==> config.mk <==
export PLATFORM = sky130hd
export DESIGN_NAME = fault_seq_ctrl
export DESIGN_NICKNAME = d
export VERILOG_FILES = /design/src/rtl/ssc_pkg.sv /design/src/rtl/ssc_hyst_flag.sv /design/src/rtl/ssc_ramp.sv /design/src/rtl/ssc_pulse_gate.sv /design/src/rtl/fault_seq_ctrl.sv
export SDC_FILE = /design/constraint.sdc
export NUM_CORES = 1
export LEC_CHECK = 0
export ABC_AREA = 1
export ABC_CLOCK_PERIOD_IN_PS = 3500
export BUFFER_PORTS_ARGS = -buffer_cell sky130_fd_sc_hd__buf_2
export CORE_MARGIN = 2
export CORE_UTILIZATION = 45
export CTS_CLUSTER_DIAMETER = 30
export DETAILED_ROUTE_END_ITERATION = 6
export MAX_ROUTING_LAYER = met4
export PLACE_DENSITY_LB_ADDON = 0.3
export RECOVER_POWER = 25
export SLEW_MARGIN = 5
export SYNTH_ARGS = -nofsm -noshare
export SYNTH_HDL_FRONTEND = slang
export SYNTH_SLANG_ARGS = --single-unit
export TNS_END_PERCENT = 5
==> constraint.sdc <==
create_clock -name clk -period 3.5 [get_ports clk]
set_input_delay 1.05 -clock clk [delete_from_list [all_inputs] [get_ports clk]]
set_output_delay 1.05 -clock clk [all_outputs]
set_load 0.1 [all_outputs]
==> src/rtl/ssc_pkg.sv <==
package ssc_pkg;
  typedef enum logic [2:0] {
    SS_OFF  = 3'd0,
    SS_RISE = 3'd1,
    SS_RUN  = 3'd2,
    SS_FALL = 3'd3,
    SS_IDLE = 3'd4
  } ss_state_e;
endpackage

==> src/rtl/ssc_hyst_flag.sv <==
// Two-threshold flag: set by the upper comparator, cleared when the lower one drops.
module ssc_hyst_flag (
  input  logic clk,
  input  logic rst_n,
  input  logic set_i,
  input  logic keep_i,
  output logic flag_o
);
  logic flag_d;

  always_comb begin
    flag_d = flag_o;
    if (set_i)       flag_d = 1'b1;
    else if (!keep_i) flag_d = 1'b0;
  end

  always_ff @(posedge clk or negedge rst_n) begin
    if (!rst_n) flag_o <= 1'b0;
    else        flag_o <= flag_d;
  end
endmodule

==> src/rtl/ssc_ramp.sv <==
// Soft-start word: rises by inc per tick, falls by MULT*inc per tick, clears on demand.
module ssc_ramp #(
  parameter int W     = 10,
  parameter int INC_W = 8,
  parameter int MULT  = 10
) (
  input  logic             clk,
  input  logic             rst_n,
  input  logic             clr_i,
  input  logic             up_i,
  input  logic             dn_i,
  input  logic             tick_i,
  input  logic [INC_W-1:0] inc_i,
  output logic [W-1:0]     val_o
);
  localparam int MW    = $clog2(MULT + 1);
  localparam int DEC_W = INC_W + MW;
  localparam int SUM_W = ((W > DEC_W) ? W : DEC_W) + 1;
  localparam logic [W-1:0] FULL = '1;

  logic [DEC_W-1:0] dec;
  logic [SUM_W-1:0] v_ext, up_sum, dec_ext, diff;
  logic [W-1:0]     val_d;
  logic             val_en;

  always_comb begin
    dec     = DEC_W'(inc_i) * DEC_W'(MULT);
    v_ext   = SUM_W'(val_o);
    up_sum  = v_ext + SUM_W'(inc_i);
    dec_ext = SUM_W'(dec);
    diff    = v_ext - dec_ext;
    val_en  = clr_i | (tick_i & (up_i | dn_i));
    val_d   = val_o;
    if (clr_i)
      val_d = '0;
    else if (up_i)
      val_d = (up_sum > SUM_W'(FULL)) ? FULL : up_sum[W-1:0];
    else if (dn_i)
      val_d = (v_ext <= dec_ext) ? '0 : diff[W-1:0];
  end

  always_ff @(posedge clk or negedge rst_n) begin
    if (!rst_n)      val_o <= '0;
    else if (val_en) val_o <= val_d;
  end
endmodule

==> src/rtl/ssc_pulse_gate.sv <==
// Cycle-by-cycle limit: a peak trip ends the pulse until the request falls.
module ssc_pulse_gate (
  input  logic clk,
  input  logic rst_n,
  input  logic en_i,
  input  logic req_i,
  input  logic lim_i,
  output logic pulse_o
);
  logic term_q, term_d;

  always_comb begin
    term_d = term_q;
    if (!req_i)     term_d = 1'b0;
    else if (lim_i) term_d = 1'b1;
  end

  always_ff @(posedge clk or negedge rst_n) begin
    if (!rst_n) term_q <= 1'b0;
    else        term_q <= term_d;
  end

  assign pulse_o = en_i & req_i & ~lim_i & ~term_q;
endmodule

==> src/rtl/fault_seq_ctrl.sv <==
module fault_seq_ctrl #(
  parameter int RAMP_W    = 10,
  parameter int INC_W     = 8,
  parameter int STOP_MULT = 10,
  parameter int DIS_LVL   = 32
) (
  input  logic              clk,
  input  logic              rst_n,
  input  logic              tick,
  input  logic              vdd_on_ok,
  input  logic              vdd_run_ok,
  input  logic              ref_good,
  input  logic              dis_req,
  input  logic              oc_trip,
  input  logic              pk_trip,
  input  logic              err_hi,
  input  logic              err_lo,
  input  logic              pwm_req,
  input  logic [RAMP_W-1:0] duty_cmd,
  input  logic [INC_W-1:0]  step_inc,
  output logic              out_en,
  output logic              pulse_out,
  output logic [RAMP_W-1:0] duty_lim,
  output logic [RAMP_W-1:0] ramp_val,
  output logic [2:0]        state_o
);
  import ssc_pkg::*;

  localparam int NFLAG = 2;
  localparam logic [RAMP_W-1:0] FULL    = '1;
  localparam logic [RAMP_W-1:0] DIS_CMP = RAMP_W'(DIS_LVL);

  // flag 0: supply good, flag 1: load present
  logic [NFLAG-1:0] h_set, h_keep, h_flag;
  logic supply_ok, load_ok, hard_fault;
  ss_state_e st_q, st_d;

  assign h_set  = {err_hi, vdd_on_ok};
  assign h_keep = {err_lo, vdd_run_ok};

  for (genvar g = 0; g < NFLAG; g++) begin : g_hyst
    ssc_hyst_flag u_flag (
      .clk    (clk),
      .rst_n  (rst_n),
      .set_i  (h_set[g]),
      .keep_i (h_keep[g]),
      .flag_o (h_flag[g])
    );
  end

  assign supply_ok  = h_flag[0];
  assign load_ok    = h_flag[1];
  assign hard_fault = ~supply_ok | ~ref_good | dis_req;

  always_comb begin
    st_d = st_q;
    if (hard_fault) st_d = SS_OFF;
    else begin
      unique case (st_q)
        SS_OFF:  st_d = SS_RISE;
        SS_RISE: if (oc_trip) st_d = SS_FALL;
                 else if (ramp_val == FULL) st_d = SS_RUN;
        SS_RUN:  if (oc_trip) st_d = SS_FALL;
                 else if (!load_ok) st_d = SS_IDLE;
        SS_IDLE: if (oc_trip) st_d = SS_FALL;
                 else if (load_ok) st_d = SS_RUN;
        SS_FALL: if (ramp_val < DIS_CMP) st_d = SS_RISE;
        default: st_d = SS_OFF;
      endcase
    end
  end

  always_ff @(posedge clk or negedge rst_n) begin
    if (!rst_n) st_q <= SS_OFF;
    else        st_q <= st_d;
  end

  ssc_ramp #(.W(RAMP_W), .INC_W(INC_W), .MULT(STOP_MULT)) u_ramp (
    .clk    (clk),
    .rst_n  (rst_n),
    .clr_i  (hard_fault | (st_q == SS_OFF)),
    .up_i   (st_q == SS_RISE),
    .dn_i   (st_q == SS_FALL),
    .tick_i (tick),
    .inc_i  (step_inc),
    .val_o  (ramp_val)
  );

  assign out_en = ((st_q == SS_RISE) | (st_q == SS_RUN)) & ~oc_trip & ~hard_fault;

  ssc_pulse_gate u_gate (
    .clk     (clk),
    .rst_n   (rst_n),
    .en_i    (out_en),
    .req_i   (pwm_req),
    .lim_i   (pk_trip),
    .pulse_o (pulse_out)
  );

  assign duty_lim = (duty_cmd < ramp_val) ? duty_cmd : ramp_val;
  assign state_o  = st_q;
endmodule

==> flow_summary.toml, run 1 <==
[critical_path]
r2r_setup_slack_ns = 1.11
crit_type = "in -> out"
arrival_ns = 2.60
worstSetupEndpointType = "primary output"
critPathMaxFanout = 4
worstRegToRegCells = 13
rr_startpoint = "u_ramp.val_o[0]"
startpoint_type = "input port"
crit_required_ns = 2.45
reg2reg_to = "u_ramp.val_o[0]"

[clock_tree]
clkSinkCount = 16
clk-insertion-delay-late_ns = 0.25
clk_path_buf_depth = 2
htree_num_levels = 1
tritoncts = "built"
numCtsBuffers = 3
clkTransAtPathRegs_ns = 0.06
cts_root_buf = "clkbuf_8"

[job]
maxCapViolCount = 0

[grt]
antenna_found_initial = 0
grt_max_degree = 17
grt_pass1_wl_um = 13200
grt_use_total = 0.265
overflow = 0
grt_pass1_vias = 2910

[min_path]
hold_end = "g_hyst[0].u_flag.flag_o"
hold_class = "reg -> reg"
hold_start = "g_hyst[0].u_flag.flag_o"
min_path_cells = 1

[yosys]
yosys_most_used_dff = "dfrtp_1"
syn_nets = 504
ys_async_sr_fraction = 1.00
synth-seq-cells = 16
yosysWarnings = 0
synth.most_common_cell = "nand2_1"
synthTopCellsByArea = "nand2_1 (22%), ha_1 (18%), dfrtp_1 (15%)"
postSynthAreaPerCell_um2 = 6.07
synth-edff-count = 0
syn_inst = 433
synth.distinct_cells = 37
yosysSeqAreaShare = 0.152
ys_top_cells_by_count = "nand2_1 (157), inv_1 (66), ha_1 (38)"
netlist_area_um2 = 2630
yosysTopAreaCell = "nand2_1"
synth_top_area_share = 0.224

[timing]
fin_ws_ns = -0.146
finalHoldViolations = 0
fmax_mhz = 274
relSlewSlack = 0.419
worst_clock_skew_ns = 0.00247
report.final.slew_viol_count = 0
setup_viol_count_final = 10
grt_setup_unrepaired = "true"
worst_slew_pin_slew_ns = 0.871
finalCriticalPeriod_ns = 3.65
post-route-period-util = 1.04

[placed_design]
gp_congestion = 1.02
io_buffers = 54
place_ws_ns = -0.188
dp_hpwl_um = 6520

[detailed_routing]
drc = 0
wire_per_inst_um = 14.1
ant_nets = 0
routed_wirelength_um = 8330
dr.first_iter.drc_count = 177
dr.pass1.iters = 5
vias = 3101
vias_per_cell = 5.26

[floorplanning]
ios = 55
die_area_um2 = 6470
rows = 27
die_w_um = 80.5
start_util = 0.472
core_area_um2 = 5570
die_h_um = 80.5

[cells_and_area]
multiInputGateArea_um2 = 2270
fill_cells = 482
diodes = 0
final_layout_size_suffix_gt1_frac = 0.297
regArea_um2 = 412
area_delta_synth_final_pct = 44.2
nets = 590

[run_status]
outcome = "complete, but fails checks"
failed_checks = "negative setup slack"

[pwr]
power_leakage_nw = 2.06
irDropWorstVdd_mv = 0.248
pwr_density_cell_nw_per_um2 = 216
finalPower_mw = 0.818
-- worst max-delay path, stage by stage --
cell,delay (ns)
buf_2,0.12
ha_1,0.28
nand2_1,0.06
nor2_1,0.13
o211ai_1,0.17
o2111ai_4,0.17
buf_6,0.19
nor2_4,0.04
a21oi_4,0.17
buf_12,0.20
-- report_power, final --
part / switching [mW] / internal, mW / total (mW)
sequential: 0.00308 / 0.188 / 0.191
clock: 0.0596 / 0.0806 / 0.140
combinational: 0.287 / 0.199 / 0.487
-- state kept, by name, summed over array words and instances, names as in the netlist --
register and flops:
u_ramp.val_o 10, g_hyst.u_flag.flag_o 2, state_o 3, u_gate.term_q 1
-- kinds of logic (layout without fill, tap and decap cells) --
group	count (synthesis)	after routing	synth area share
and+or+nand+nor	250	251	0.404
DFF	16	16	0.152
xor gates and xnor gates	10	10	0.0333
AOI/OAI and AO/OA	41	41	0.0913
buffers and inverters	75	159	0.115
adders and majority gates	41	41	0.204
-- per-stage QoR --
stage | std cells | area (µm²) | utilization | setup TNS, ns | hold WS [ns]
CTS | 588 | 3680 | 0.661 | -0.736 | 0.483
detailed placement | 582 | 3510 | 0.629 | -2.90 | 0.470
global route | 590 | 3790 | 0.681 | -1.37 | 0.513
floorplan | 433 | 2800 | - | -0.913 | 0.447
finish | 590 | 3790 | 0.681 | -0.935 | 0.475
global placement | 582 | 3510 | 0.629 | -1.30 | 0.467
-- final cells by class --
cell class	instances	share of cell area
Multi-Input combinational cell	343	0.599
Sequential cell	16	0.109
Tap cell	72	0.0237
Timing Repair Buffer	86	0.189
Clock buffer	4	0.0119
Inverter	69	0.0683
-- per-layer routing --
| layer | vias to the layer above | share of wire | GRT usage |
|---|---|---|---|
| met5 | - | 0 | - |
| met4 | 0 | 0.018 | 0.0644 |
| met3 | 16 | 0.060 | 0.0258 |
| met2 | 118 | 0.49 | 0.431 |
| met1 | 1404 | 0.43 | 0.357 |
| li1 | 1563 | - | - |
-- worst max path at each step --
stage / start / end / cells after the start
after floorplan: duty_cmd[1] / duty_lim[1] / 6
after global placement: duty_cmd[9] / duty_lim[2] / 10
after detailed placement: duty_cmd[9] / duty_lim[8] / 10
after CTS: duty_cmd[1] / duty_lim[0] / 8
after global routing: duty_cmd[2] / duty_lim[7] / 10
final: duty_cmd[4] / duty_lim[7] / 10
-- repair_timing --
action | CTS | global route
gates resized for setup | 27 | 17
gates cloned | 1 | 1
pin swaps | 7 | 10
buffers inserted | 1 | 1
endpoints found under the setup margin | 10 | 20
hold buffers | 0 | 0
-- placed cells by master, fill, tap and decap left out, types with 2 or more instances in the layout --
cell      synthesis  routed
nand3_1          25      25
o211ai_1          2       2
a21oi_1          23      12
ha_1             38      30
o21ai_0           4       2
nor2_1           35      22
fa_1              3       2
buf_2             2      39
xor2_1            5       5
nor2_4            1       7
buf_6             2       4
nor2_2            1       9
a21oi_4           0       9
dfrtp_2           0       9
buf_12            0      12
nand4_1          16      16
clkbuf_8          0       3
nor3_1            4       3
ha_4              0       7
xnor2_1           5       5
nand2_2           6       7
inv_1            66      66
buf_4             1      29
inv_2             2       2
nand2_4           0       2
nand2_1         157     154
dfrtp_1          16       7
a21oi_2           0       2
a21o_1            2       2
clkbuf_1          1       2
o21ai_1           1       2
Note: power is estimated with default switching activity, not from simulation.
==> run 2: changes to the inputs <==
==> constraint.sdc (replaced) <==
create_clock -name clk -period 3.5 [get_ports clk]
set_input_delay 0.7 -clock clk [delete_from_list [all_inputs] [get_ports clk]]
set_output_delay 0.7 -clock clk [all_outputs]
set_load 0.1 [all_outputs]
==> flow_summary.toml, run 2 (synthesis gave the netlist of run 1 again) <==
[cells_and_area]
area_delta_synth_final_pct = 27.1
fill_cells = 521
fin_cells = 564
nets = 564
regArea_um2 = 402
largest-register = "u_ramp.val_o"
final_cell_mix = "nand2_1 (157), inv_1 (66), buf_2 (43)"
layout.cells.most_common = "nand2_1"
diodes = 0
multiInputGateArea_um2 = 2070
utilization = 0.600
final_area_um2 = 3340
final_layout_size_suffix_gt1_frac = 0.187
largest_reg_flops = 10

[timing]
setup_viol_count_final = 0
grt_setup_unrepaired = "false"
finalHoldViolations = 0
finalCriticalPeriod_ns = 3.19
fmax_mhz = 313
worst_clock_skew_ns = 0.00548
hold_ws_ns = 0.478
post-route-period-util = 0.912
relSlewSlack = 0.387
report.final.slew_viol_count = 0
tns_ns = 0
worst_slew_pin_slew_ns = 0.920
fin_ws_ns = 0.308

[pwr]
netSwitchingPower_mw = 0.326
irDropWorstVdd_mv = 0.228
pwr_density_cell_nw_per_um2 = 226
swShare = 0.431
clkPwrFrac = 0.219
power_leakage_nw = 1.92
intPower_mw = 0.430
finalPower_mw = 0.756
p_comb_frac = 0.528
p_seq_frac = 0.253

[detailed_routing]
dr.pass1.iters = 5
dr.first_iter.drc_count = 149
vias = 3002
wire_per_inst_um = 13.5
drc = 0
routed_wirelength_um = 7600
ant_nets = 0
vias_per_cell = 5.32

[min_path]
hold_class = "reg -> reg"

[critical_path]
max_stage_delay_ns = 0.45
startpoint_type = "flip-flop"
critPathBufInv = 3
critPathSlowestCell = "dfrtp_2"
path_delay_family = "compound AO/OA/AOI/OAI gates"
arrival_ns = 2.49
crit_chain = "inv_1 > ha_1 > a21boi_0 > o211ai_1 > o2111ai_4 > buf_4 > nor2_1 > a21oi_4 > buf_12"
crit_type = "reg -> out"
crit_required_ns = 2.80
worstSetupEndpointType = "primary output"
critPathMaxFanout = 10

[clock_tree]
cts_root_buf = "clkbuf_8"
clk-insertion-delay-late_ns = 0.25
clk_path_buf_depth = 2
htree_num_levels = 1
numCtsBuffers = 3
cts.repair.resized = 0
tritoncts = "built"
holdBufCountCts = 0
clkTransAtPathRegs_ns = 0.07
clkSinkCount = 16
postCtsSetupRepairBufs = 0

[grt]
overflow = 0
grt_pass1_vias = 2777
antenna_found_initial = 0
grt_use_total = 0.248
grt_pass1_wl_um = 12400
grt_max_degree = 17

[floorplanning]
die_w_um = 80.5
ios = 55
rows = 27
die_h_um = 80.5
core_area_um2 = 5570
die_area_um2 = 6470
start_util = 0.472

[placed_design]
place_ws_ns = 0.120
gp_congestion = 1.00
io_buffers = 54
dp_hpwl_um = 6270
placedCellCount = 560
dpl-instance-area_um2 = 3290

[job]
maxCapViolCount = 0

[run_status]
outcome = "complete, no violations"
==> run 2: changes by cell type in the layout (fill, tap and decap cells not counted), moves of 3 or more <==
cell	change
buf_2	+4
buf_4	-22
buf_6	-4
dfrtp_1	+8
dfrtp_2	-8
ha_1	+8
ha_4	-7
nand2_1	+3
nor2_1	+12
nor2_2	-8
nor2_4	-5
==> run 2: worst paths after layout <==
check	slack, ns	depth (start not counted)	end	start
worst max register to register	1.03	12	u_ramp.val_o[0]	u_ramp.val_o[0]
min in group asynchronous	0.56	1	u_ramp.val_o[8]	rst_n
max in group asynchronous	2.32	1	u_ramp.val_o[1]	rst_n
worst min register to register	0.48	1	g_hyst[0].u_flag.flag_o	g_hyst[0].u_flag.flag_o
worst max-delay path	0.31	9	duty_lim[9]	u_ramp.val_o[1]
worst min-delay path	0.48	1	g_hyst[0].u_flag.flag_o	g_hyst[0].u_flag.flag_o
==> run 2: layout make-up <==
cell class / instances / share of cell area
Multi-Input combinational cell: 342 / 0.618
Timing Repair Buffer: 61 / 0.141
Sequential cell: 16 / 0.120
Inverter: 69 / 0.0775
Tap cell: 72 / 0.0269
Clock buffer: 4 / 0.0165
==> run 2: layer usage <==
metal  wire length, µm  GRT usage  vias up
met5                 0          -        -
met4               140     0.0559        0
met3               535     0.0225       11
met2              3540      0.423      108
met1              3390      0.319     1373
li1                  -          -     1510
==> run 2: power groups by stage <==
stage / combinational (mW) / clock (mW) / sequential (mW)
floorplan: 0.275 / 0 / 0.201
detailed placement: 0.397 / 0 / 0.195
CTS: 0.398 / 0.168 / 0.191
global route: 0.437 / 0.180 / 0.192
finish: 0.399 / 0.165 / 0.192
global placement: 0.391 / 0 / 0.195
==> run 3: changes to the inputs <==
- ABC_CLOCK_PERIOD_IN_PS: 3500 -> 3350
- CORE_UTILIZATION: 45 -> 56
- clock period: 3.5 -> 3.35 ns (I/O delays scaled with it)
==> flow_summary.toml, run 3 (synthesis gave the netlist of run 1 again) <==
[grt]
grt_pass1_wl_um = 12500
overflow = 0
grt_pass1_vias = 2758
antenna_found_initial = 0
grt_max_degree = 17
grt_use_total = 0.305

[detailed_routing]
routed_wirelength_um = 7640
dr.pass1.iters = 5
dr.first_iter.drc_count = 199
vias = 3033
vias_per_cell = 5.57
ant_nets = 0
wire_per_inst_um = 14.0
drc = 0

[job]
maxCapViolCount = 0

[pwr]
netSwitchingPower_mw = 0.348
pwr_density_cell_nw_per_um2 = 241
p_comb_frac = 0.531
p_seq_frac = 0.250
swShare = 0.436
clkPwrFrac = 0.219
intPower_mw = 0.451
power_leakage_nw = 1.92
irDropWorstVdd_mv = 0.312

[cells_and_area]
utilization = 0.747
layout.cells.most_common = "nand2_1"
final_layout_size_suffix_gt1_frac = 0.191
fill_cells = 366
final_cell_mix = "nand2_1 (157), inv_1 (66), buf_2 (43)"
largest_reg_flops = 10
area_delta_synth_final_pct = 26.2
regArea_um2 = 402
nets = 565
fin_cells = 545
multiInputGateArea_um2 = 2070
largest-register = "u_ramp.val_o"
diodes = 0
final_area_um2 = 3320

[critical_path]
critPathMaxFanout = 5
crit_required_ns = 3.54
startpoint_type = "input port"
crit_type = "in -> reg"
worstSetupEndpointType = "flip-flop"
arrival_ns = 3.34

[floorplanning]
die_w_um = 72.5
die_area_um2 = 5260
core_area_um2 = 4440
rows = 24
die_h_um = 72.5
start_util = 0.592
ios = 55

[placed_design]
placedCellCount = 540
gp_congestion = 0.974
dp_hpwl_um = 6130
dpl-instance-area_um2 = 3250
io_buffers = 54

[timing]
fmax_mhz = 318
finalHoldViolations = 0
setup_viol_count_final = 0
hold_ws_ns = 0.498
post-route-period-util = 0.939
finalCriticalPeriod_ns = 3.15
worst_slew_pin_slew_ns = 0.881
grt_setup_unrepaired = "false"
relSlewSlack = 0.412
worst_clock_skew_ns = 0.00161
report.final.slew_viol_count = 0

[clock_tree]
clk_path_buf_depth = 2
holdBufCountCts = 0
tritoncts = "built"
clkSinkCount = 16
cts_root_buf = "clkbuf_8"
clk-insertion-delay-late_ns = 0.25
clkTransAtPathRegs_ns = 0.07
htree_num_levels = 1
numCtsBuffers = 3

[min_path]
hold_class = "reg -> reg"

[run_status]
outcome = "complete, no violations"
## run 3: power by group through the flow
stage / clock, mW / sequential (mW) / combinational, mW
floorplan: 0 / 0.210 / 0.288
global placement: 0 / 0.203 / 0.406
detailed placement: 0 / 0.203 / 0.414
CTS: 0.173 / 0.200 / 0.417
global route: 0.187 / 0.200 / 0.459
finish: 0.175 / 0.200 / 0.424
## run 3: path summary, 6_finish.rpt
path	start	to	slack, ns	depth (start not counted)
max reg2reg	u_ramp.val_o[0]	u_ramp.val_o[7]	1.00	14
max	step_inc[1]	u_ramp.val_o[2]	0.20	16
max in group asynchronous	rst_n	u_ramp.val_o[1]	2.24	1
min reg2reg	u_gate.term_q	u_gate.term_q	0.50	2
min	u_gate.term_q	u_gate.term_q	0.50	2
min in group asynchronous	rst_n	u_ramp.val_o[7]	0.51	1
## run 3: area by class of cell
| class | count | area share |
|---|---|---|
| Tap cell | 52 | 0.0196 |
| Sequential cell | 16 | 0.121 |
| Clock buffer | 4 | 0.0166 |
| Multi-Input combinational cell | 343 | 0.623 |
| Timing Repair Buffer | 61 | 0.142 |
| Inverter | 69 | 0.0780 |
## run 3: per-layer routing
metal	part of all wire	routed length, µm	vias up	global-route usage
met5	0	0	-	-
met4	0.020	155	0	0.0617
met3	0.067	512	14	0.0208
met2	0.48	3690	126	0.504
met1	0.43	3280	1384	0.413
li1	-	-	1509	-
## run 3: critical path: stages
cell     delay (ns)
buf_2          0.11
ha_1           0.29
ha_1           0.23
fa_1           0.43
a31oi_2        0.17
xor2_1         0.20
ha_1           0.31
nand2_1        0.11
nor2_1         0.06
nand3_1        0.10
nand2_2        0.09
nor2_2         0.25
nand4_1        0.13
nand2_1        0.08
nand2_1        0.05
nand2_1        0.06
## run 3: repair_timing
item	in CTS	in global routing
setup buffers	0	0
resized for setup	0	1
endpoints found under the setup margin	0	7
## run 3: per-stage QoR
stage / setup slack (ns) / setup TNS [ns] / total power, mW
floorplan: -0.275 / -2.73 / 0.498
global placement: 0.0873 / 0 / 0.609
detailed placement: -0.0309 / -0.111 / 0.618
CTS: 0.228 / 0 / 0.789
global route: 0.0214 / 0 / 0.847
finish: 0.204 / 0 / 0.800
